$ cat config.mk
export PLATFORM = sky130hd
export DESIGN_NAME = qenc_timer
export DESIGN_NICKNAME = d
export VERILOG_FILES = /design/src/rtl/qenc_pkg.sv /design/src/rtl/qenc_edge_decode.sv /design/src/rtl/qenc_prescaler.sv /design/src/rtl/qenc_timer.sv
export SDC_FILE = /design/constraint.sdc
export NUM_CORES = 1
export LEC_CHECK = 0
export ABC_AREA = 0
export BUFFER_PORTS_ARGS = -buffer_cell sky130_fd_sc_hd__buf_2
export CORE_UTILIZATION = 40
export CTS_CLUSTER_DIAMETER = 120
export DETAILED_ROUTE_END_ITERATION = 12
export HOLD_SLACK_MARGIN = 0.03
export PLACE_DENSITY_LB_ADDON = 0.2
export SYNTH_ARGS = -nofsm -noshare
export SYNTH_HDL_FRONTEND = slang
export SYNTH_SLANG_ARGS = --single-unit
$ cat constraint.sdc
create_clock -name clk -period 7.9 [get_ports clk]
set_input_delay 1.185 -clock clk [delete_from_list [all_inputs] [get_ports clk]]
set_output_delay 1.185 -clock clk [all_outputs]
set_load 0.02 [all_outputs]
$ cat src/rtl/qenc_pkg.sv
package qenc_pkg;
    localparam int unsigned ADDR_W = 3;
    localparam int unsigned MODE_W = 3;

    localparam logic [ADDR_W-1:0] A_CTRL  = 3'd0;
    localparam logic [ADDR_W-1:0] A_MODE  = 3'd1;
    localparam logic [ADDR_W-1:0] A_COUNT = 3'd2;
    localparam logic [ADDR_W-1:0] A_CEIL  = 3'd3;
    localparam logic [ADDR_W-1:0] A_PSC   = 3'd4;
    localparam logic [ADDR_W-1:0] A_CMD   = 3'd5;

    localparam logic [MODE_W-1:0] MODE_PLAIN = 3'd0;
    localparam logic [MODE_W-1:0] MODE_X2A   = 3'd1;
    localparam logic [MODE_W-1:0] MODE_X2B   = 3'd2;
    localparam logic [MODE_W-1:0] MODE_X4    = 3'd3;
endpackage

$ cat src/rtl/qenc_edge_decode.sv
module qenc_edge_decode
    import qenc_pkg::*;
(
    input  logic              clk,
    input  logic              rst_n,
    input  logic              a_i,
    input  logic              b_i,
    input  logic              en_i,
    input  logic [MODE_W-1:0] mode_i,
    output logic              up_o,
    output logic              dn_o
);
    logic pa_q, pb_q, pa_d, pb_d;
    logic edge_a, edge_b, a_fwd, b_fwd;

    always_comb begin
        pa_d   = a_i;
        pb_d   = b_i;
        edge_a = a_i ^ pa_q;
        edge_b = b_i ^ pb_q;
        a_fwd  = a_i ^ b_i;
        b_fwd  = ~(a_i ^ b_i);
        up_o   = 1'b0;
        dn_o   = 1'b0;
        if (en_i) begin
            case (mode_i)
                MODE_X2A: if (edge_a) begin
                    up_o = a_fwd;
                    dn_o = ~a_fwd;
                end
                MODE_X2B: if (edge_b) begin
                    up_o = b_fwd;
                    dn_o = ~b_fwd;
                end
                MODE_X4: begin
                    if (edge_a && !edge_b) begin
                        up_o = a_fwd;
                        dn_o = ~a_fwd;
                    end else if (edge_b && !edge_a) begin
                        up_o = b_fwd;
                        dn_o = ~b_fwd;
                    end
                end
                default: ;
            endcase
        end
    end

    always_ff @(posedge clk or negedge rst_n) begin
        if (!rst_n) begin
            pa_q <= 1'b0;
            pb_q <= 1'b0;
        end else begin
            pa_q <= pa_d;
            pb_q <= pb_d;
        end
    end

    AST_STEP_NEEDS_EDGE: assert property (@(posedge clk) disable iff (!rst_n)
        (up_o || dn_o) |-> (a_i != pa_q || b_i != pb_q));
    AST_STEP_EXCLUSIVE: assert property (@(posedge clk) disable iff (!rst_n)
        $onehot0({up_o, dn_o}));
endmodule

$ cat src/rtl/qenc_prescaler.sv
module qenc_prescaler #(
    parameter int PSC_W = 16
) (
    input  logic             clk,
    input  logic             rst_n,
    input  logic             en_i,
    input  logic             restart_i,
    input  logic [PSC_W-1:0] ratio_i,
    output logic             tick_o
);
    logic [PSC_W-1:0] div_q, div_d;

    always_comb begin
        tick_o = en_i && (div_q == ratio_i);
        div_d  = div_q;
        if (restart_i)
            div_d = '0;
        else if (en_i)
            div_d = tick_o ? '0 : div_q + 1'b1;
    end

    always_ff @(posedge clk or negedge rst_n) begin
        if (!rst_n) div_q <= '0;
        else        div_q <= div_d;
    end

    AST_TICK_SPACING: assert property (@(posedge clk) disable iff (!rst_n)
        (tick_o && ratio_i != '0 && !restart_i) |=> !tick_o);
endmodule

$ cat src/rtl/qenc_timer.sv
module qenc_timer
    import qenc_pkg::*;
#(
    parameter int CNT_W  = 16,
    parameter int PSC_W  = 16,
    parameter int DATA_W = 16
) (
    input  logic              clk,
    input  logic              rst_n,
    input  logic              wr_en,
    input  logic [ADDR_W-1:0] wr_addr,
    input  logic [DATA_W-1:0] wr_data,
    input  logic [ADDR_W-1:0] rd_addr,
    output logic [DATA_W-1:0] rd_data,
    input  logic              enc_a,
    input  logic              enc_b,
    output logic              upd_pulse
);
    localparam logic [CNT_W-1:0] CEIL_RST = {CNT_W{1'b1}};
    localparam int unsigned DIR_BIT = 4;

    typedef struct packed {
        logic [CNT_W-1:0]  cnt;
        logic [CNT_W-1:0]  ceil_act;
        logic [CNT_W-1:0]  ceil_shd;
        logic [PSC_W-1:0]  psc_act;
        logic [PSC_W-1:0]  psc_shd;
        logic [MODE_W-1:0] mode;
        logic              run;
        logic              pre;
        logic              dir;
        logic              upd;
    } state_t;

    state_t st_q, st_d;
    logic   tick, enc_up, enc_dn, step_up, step_dn, ev;
    logic   wr_cnt, cnt_ok, sw_upd;

    qenc_edge_decode u_dec (
        .clk    (clk),
        .rst_n  (rst_n),
        .a_i    (enc_a),
        .b_i    (enc_b),
        .en_i   (st_q.run),
        .mode_i (st_q.mode),
        .up_o   (enc_up),
        .dn_o   (enc_dn)
    );

    qenc_prescaler #(.PSC_W(PSC_W)) u_psc (
        .clk       (clk),
        .rst_n     (rst_n),
        .en_i      (st_q.run && st_q.mode == MODE_PLAIN),
        .restart_i (ev),
        .ratio_i   (st_q.psc_act),
        .tick_o    (tick)
    );

    always_comb begin
        st_d    = st_q;
        ev      = 1'b0;
        sw_upd  = wr_en && wr_addr == A_CMD && wr_data[0];
        wr_cnt  = wr_en && wr_addr == A_COUNT;
        cnt_ok  = wr_cnt && (wr_data[CNT_W-1:0] <= st_q.ceil_act);
        step_up = tick || enc_up;
        step_dn = enc_dn;

        if (sw_upd) begin
            st_d.cnt = '0;
            ev       = 1'b1;
        end else if (cnt_ok) begin
            st_d.cnt = wr_data[CNT_W-1:0];
        end else if (step_up) begin
            st_d.dir = 1'b0;
            if (st_q.cnt >= st_q.ceil_act) begin
                st_d.cnt = '0;
                ev       = 1'b1;
            end else begin
                st_d.cnt = st_q.cnt + 1'b1;
            end
        end else if (step_dn) begin
            st_d.dir = 1'b1;
            if (st_q.cnt == '0) begin
                st_d.cnt = st_q.ceil_act;
                ev       = 1'b1;
            end else begin
                st_d.cnt = st_q.cnt - 1'b1;
            end
        end

        if (wr_en) begin
            case (wr_addr)
                A_CTRL: begin
                    st_d.run = wr_data[0];
                    st_d.pre = wr_data[1];
                end
                A_MODE: st_d.mode = wr_data[MODE_W-1:0];
                A_CEIL: begin
                    st_d.ceil_shd = wr_data[CNT_W-1:0];
                    if (!st_q.pre) st_d.ceil_act = wr_data[CNT_W-1:0];
                end
                A_PSC:  st_d.psc_shd = wr_data[PSC_W-1:0];
                default: ;
            endcase
        end

        if (ev) begin
            st_d.psc_act = st_q.psc_shd;
            if (st_q.pre) st_d.ceil_act = st_q.ceil_shd;
        end
        st_d.upd = ev;
    end

    always_ff @(posedge clk or negedge rst_n) begin
        if (!rst_n) begin
            st_q          <= '0;
            st_q.ceil_act <= CEIL_RST;
            st_q.ceil_shd <= CEIL_RST;
        end else begin
            st_q <= st_d;
        end
    end

    always_comb begin
        rd_data = '0;
        case (rd_addr)
            A_CTRL: begin
                rd_data[0]       = st_q.run;
                rd_data[1]       = st_q.pre;
                rd_data[DIR_BIT] = st_q.dir;
            end
            A_MODE:  rd_data[MODE_W-1:0] = st_q.mode;
            A_COUNT: rd_data[CNT_W-1:0]  = st_q.cnt;
            A_CEIL:  rd_data[CNT_W-1:0]  = st_q.ceil_shd;
            A_PSC:   rd_data[PSC_W-1:0]  = st_q.psc_shd;
            default: ;
        endcase
    end

    assign upd_pulse = st_q.upd;

    AST_SWUPD_CLEARS: assert property (@(posedge clk) disable iff (!rst_n)
        sw_upd |=> (st_q.cnt == '0 && upd_pulse));
    AST_BAD_WRITE_HOLDS: assert property (@(posedge clk) disable iff (!rst_n)
        (wr_cnt && wr_data[CNT_W-1:0] > st_q.ceil_act && !sw_upd && !step_up && !step_dn)
        |=> $stable(st_q.cnt));
    AST_IDLE_HOLDS: assert property (@(posedge clk) disable iff (!rst_n)
        (!st_q.run && !sw_upd && !wr_cnt) |=> $stable(st_q.cnt));
    AST_PLAIN_NO_ENC: assert property (@(posedge clk) disable iff (!rst_n)
        (st_q.run && st_q.mode == MODE_PLAIN && !tick && !sw_upd && !wr_cnt)
        |=> $stable(st_q.cnt));
    AST_DIR_AFTER_DOWN: assert property (@(posedge clk) disable iff (!rst_n)
        (step_dn && !step_up && !sw_upd && !cnt_ok) |=> st_q.dir);
endmodule

# [Word-level counts from Yosys, hierarchy flattened]
# Index checks and enable logic that the tools add are counted.
[op_classes] addsub=3 order_cmp=2 eq_ne=13 n_mux=39 bitwise_logic=6 reduce_logical=23
[ops] cell="16-bit 2-to-1 mux" n=12
[ops] cell="32-bit 2-to-1 mux" n=2
[ops] cell="11-bit one-hot mux with 3 select lines" n=1
[ops] cell="16-bit by 1-bit adder with 16-bit output, second input constant" n=2
[ops] cell="3-bit by 2-bit equality test with 1-bit output, second input constant" n=6
[ops] cell="1-bit 2-to-1 mux" n=18
[ops] cell="16-bit equality test" n=1
[ops] cell="16-bit greater-or-equal comparator" n=1
[ops] cell="16-bit less-or-equal comparator" n=1
[ops] cell="16-bit logical NOT" n=1
[ops] cell="16-bit by 1-bit subtractor with 16-bit output, second input constant" n=1
[ops] cell="2-bit one-hot mux with 5 select lines" n=1
[ops] cell="3-bit by 1-bit equality test with 1-bit output, second input constant" n=3
[ops] cell="3-bit equality test, second input constant" n=3
[ops] cell="3-bit logical NOT" n=3
[ops] cell="1-bit one-hot mux with 3 select lines" n=3
[ops] cell="1-bit logical AND" n=8
[ops] cell="1-bit one-hot mux with 4 select lines" n=2
[ops] cell="2-bit AND reduction" n=4
[ops] cell="2-bit nonzero test" n=2
[ops] cell="4-bit nonzero test" n=1
[ops] cell="1-bit inverter" n=3
[ops] cell="3-bit AND reduction" n=1
[ops] cell="1-bit XOR" n=3
[ops] cell="2 further kinds" n=3
[word_totals] regBits=105 inputBits=27 out_inout_bits=17 word_cells=99

# [Logic depth before layout (Yosys ltp)]
[logic_depth] depth_word=12 depth_mapped=13 mapped_depth_nobuf=11

# [By module]
# Synthesis repeated with hierarchy kept, for this count alone.
[unflattened] cells_unflattened=730 area_unflattened_um2=7146.9
[by_module_without_submodules] module="qenc_timer" instances=1 cells_per_inst=587 area_each_um2=5881.9 seq_area_each_um2=2217.1
[by_module_without_submodules] module="qenc_prescaler" instances=1 cells_per_inst=123 area_each_um2=1099.8 seq_area_each_um2=400.4
[by_module_without_submodules] module="qenc_edge_decode" instances=1 cells_per_inst=20 area_each_um2=165.2 seq_area_each_um2=50.0

# [Least setup slack after synthesis]
# OpenSTA, ideal clock, no wires.
[synth_timing] kind="input port to output port" startpoint="in rd_addr[0]" endpoint="out rd_data[1]" arrival_ps=2453 path_slack_ps=4262 stages=5 path_buffers=2 path_cell_list="clkbuf_1 > buf_1 > nor2b_1 > a21oi_1 > o22ai_1"
[synth_via] elab_chain_cells=2 elab_cells_between_ends=6 cone_classes="4 x eq/ne; 1 x mux; 1 x reduce/logical"
[synth_lines] element="start, declared" line="qenc_timer.sv:13" text="input logic [ADDR_W-1:0] rd_addr,"
[synth_lines] element="3-bit equality test (tied with other cells)" line="qenc_timer.sv:126" text="case (rd_addr)"
[synth_lines] element="2-bit one-hot mux with 5 select lines *" line="qenc_timer.sv:126"
[synth_lines] element="end, declared" line="qenc_timer.sv:14" text="output logic [DATA_W-1:0] rd_data,"
# Mark *: on every way between the ends. The rest lies on a longest branch, timed or not.

# [Worst setup path in the final report]
[layout_timing] startpoint="in wr_data[13]" endpoint="reg st_q[76] in the netlist's numbering"
[layout_via] elab_chain_cells=4 elab_cells_between_ends=5 cone_classes="1 x order compare; 2 x mux; 2 x reduce/logical"
[layout_lines] element="start, declared" line="qenc_timer.sv:12" text="input logic [DATA_W-1:0] wr_data,"
[layout_lines] element="16-bit less-or-equal comparator *" line="qenc_timer.sv:64" text="cnt_ok = wr_cnt && (wr_data[CNT_W-1:0] <= st_q.ceil_act);"
[layout_lines] element="1-bit logical AND *" line="qenc_timer.sv:64"
[layout_lines] element="16-bit 2-to-1 mux" line="qenc_timer.sv:71" text="end else if (cnt_ok) begin"
[layout_lines] element="16-bit 2-to-1 mux" line="qenc_timer.sv:68" text="if (sw_upd) begin"
[layout_lines] element="end signal, assigned" line="qenc_timer.sv:120" text="st_q <= st_d;"
[layout_lines] element="end, declared" line="qenc_timer.sv:35" text="state_t st_q, st_d;"
# Marked as above.
# A chain may end at the register's enable or synchronous reset.

==> flow_summary.json <==
{
  "status": "finished clean",
  "peakVddDrop_mv": 0.110,
  "first_pass_iters": 5,
  "h-tree-depth": 3,
  "tightest_slew_ps": 1070,
  "die_y_um": 134,
  "synth_top_flop_cell": "dfrtp_1",
  "ys_top_cells_by_area": "dfrtp_1 26%, dfstp_2 12%, mux2_2 9.9%",
  "initial_core_util": 0.413,
  "async_flop_share": 1.00,
  "skew_ps": 8.25,
  "yosysMostFrequentCell": "nand2_1",
  "syn_nets": 781,
  "cts_resized": 0,
  "cts_hold_buf": 0,
  "ioPinCount": 44,
  "fillCellCount": 1626,
  "nets": 801,
  "antenna_found_initial": 1,
  "drtIter0Drc": 389,
  "final_hold_viol_count": 0,
  "slew_viol_final": 0,
  "viasPerCell": 5.69,
  "cts_buffers": 9,
  "drc": 0,
  "ant_nets": 0,
  "die_area_um2": 17800,
  "grt_pass1_vias": 5511,
  "fmax_mhz": 245,
  "maxCapViolCount": 0,
  "criticalPathCategory": "in2reg",
  "fin_setup_tns_ps": 0,
  "routed.top_layer": "met4",
  "grt_max_degree": 79,
  "hp-class": "reg2reg",
  "powerDensity_nw_per_um2": 324,
  "grt_overflow": 0,
  "yosysTopAreaCellShare": 0.264,
  "postCtsSetupRepairBufs": 0,
  "ys_types": 69,
  "wirelength_mm": 18.5,
  "slew_headroom": 0.282,
  "cts-root-buf": "clkbuf_16",
  "start_kind": "input pin",
  "seq_area_um2": 2670,
  "postSynthCellCount": 719,
  "die_x_um": 134,
  "wl_per_cell_um": 19.2,
  "path_clk_slew_ps": 70,
  "cts.sinks": 105,
  "p_leak_nw": 3.25,
  "wl_met2_mm": 9.07,
  "setup_viol": 0,
  "synth_edf_count": 0,
  "arrival_ps": 4290,
  "core_area_um2": 16800,
  "yosysSeqAreaShare": 0.385,
  "grt_first_pass_wirelength_mm": 30.5,
  "fp-row-count": 47,
  "multi_input_area_um2": 3980,
  "cts_max_path_buffers": 2,
  "fin_crit_sh": 0.517,
  "io_buffers": 43,
  "vias": 5489,
  "drive_gt1_frac": 0.241,
  "finalCriticalPeriod_ps": 4080,
  "m1WireLength_mm": 8.48,
  "dp_hpwl_mm": 13.9,
  "yosys_warnings": 0,
  "endpoint_kind": "flop",
  "final_util": 0.452,
  "syn_avg_cell_area_um2": 9.63,
  "cp_max_fo": 25,
  "insertion_delay_ps": 360,
  "synthToLayoutAreaGrowth_pct": 9.58,
  "synth_area_um2": 6920,
  "gp_congestion": 0.896,
  "rsz0062_at_grt": "no",
  "ys_top_cells_by_count": "82 x nand2_1, 73 x dfrtp_1, 61 x mux2_2",
  "cts_tree": "yes",
  "grt_use_total": 0.221,
  "ys_ff_latch": 105,
  "cp.required_ps": 8110,
  "yosysTopAreaCell": "dfrtp_1",
  "wl_met3_um": 563
}
worst paths after layout:
| path | startpoint | to | slack [ps] | cells past startpoint |
|---|---|---|---|---|
| max | wr_data[13] | st_q[76]$_DFFE_PN0P_ | 3820 | 9 |
| min in group asynchronous | rst_n | u_dec.pa_q$_DFF_PN0_ | 760 | 1 |
| max reg2reg | st_q[66]$_DFF_PN1_ | st_q[76]$_DFFE_PN0P_ | 4130 | 9 |
| min | st_q[39]$_DFFE_PN1P_ | st_q[39]$_DFFE_PN1P_ | 510 | 2 |
| min reg2reg | st_q[39]$_DFFE_PN1P_ | st_q[39]$_DFFE_PN1P_ | 510 | 2 |
| max in group asynchronous | rst_n | st_q[81]$_DFFE_PN0P_ | 5830 | 2 |
registers in the layout (all words and copies together) (netlist names):
| register | flops |
|---|---|
| st_q | 86 |
| u_dec.pa_q | 1 |
| upd_pulse | 1 |
| u_dec.pb_q | 1 |
| u_psc.div_q | 16 |
cell usage in the layout, fill, tap and decap left out, types with 14 or more instances in the layout:
cell type	instances
a21oi_1	27
buf_2	42
dfrtp_1	73
dfstp_2	32
ha_1	35
inv_1	21
mux2_2	61
mux2i_1	22
nand2_1	82
nand3_1	15
nand4_1	14
nor2_1	55
o21ai_0	49
xnor2_1	28
xor2_1	29
layer usage:
layer / global-route usage / up-vias
met3: 0.0259 / 27
met1: 0.292 / 2728
met4: 0.0884 / 0
met2: 0.369 / 119
met5: 0 / -
li1: - / 2615
metrics by stage:
step | instances | area [µm²] | worst slack, ps | hold slack [ps] | total power [mW]
2_1_floorplan | 719 | 6920 | 4260 | 466 | 1.68
4_1_cts | 964 | 7580 | 3830 | 506 | 2.46
6_report | 965 | 7580 | 3820 | 512 | 2.45
5_1_grt | 965 | 7580 | 3450 | 546 | 2.65
3_5_place_dp | 948 | 7280 | 3450 | 495 | 1.99
3_3_place_gp | 948 | 7280 | 3590 | 491 | 1.96
cells by family (layout without fill, tap and decap cells):
| logic type | after synthesis | after routing | synth area share |
|---|---|---|---|
| buffers and inverters | 63 | 88 | 0.0414 |
| xor gates and xnor gates | 57 | 57 | 0.0721 |
| AOI/OAI and AO/OA | 140 | 140 | 0.130 |
| and+or+nand+nor | 228 | 228 | 0.159 |
| muxes | 91 | 91 | 0.148 |
| adders and majority gates | 35 | 35 | 0.0633 |
| DFF | 105 | 105 | 0.385 |
| other | 0 | 1 | 0 |
layout make-up:
class                           instances  area share
Inverter                               23      0.0124
Sequential cell                       105       0.352
Multi-Input combinational cell        551       0.525
Tap cell                              220      0.0363
Clock buffer                            9      0.0297
Antenna cell                            1    0.000330
Clock inverter                          7      0.0102
Timing Repair Buffer                   49      0.0346
where the power goes:
part           internal, mW  leakage, nW  switching (mW)
combinational         0.469         1.83           0.562
clock                 0.249        0.146           0.218
sequential            0.744         1.27           0.212
total                  1.46         3.25           0.992
worst max-delay path, cell delays in order:
cell	delay, ps
buf_2	130
ha_1	320
nand4_1	160
nor4_1	370
a21boi_0	260
o31a_2	480
clkinv_1	390
o31ai_1	800
o31ai_1	190
Note: power is estimated with default switching activity, not from simulation.
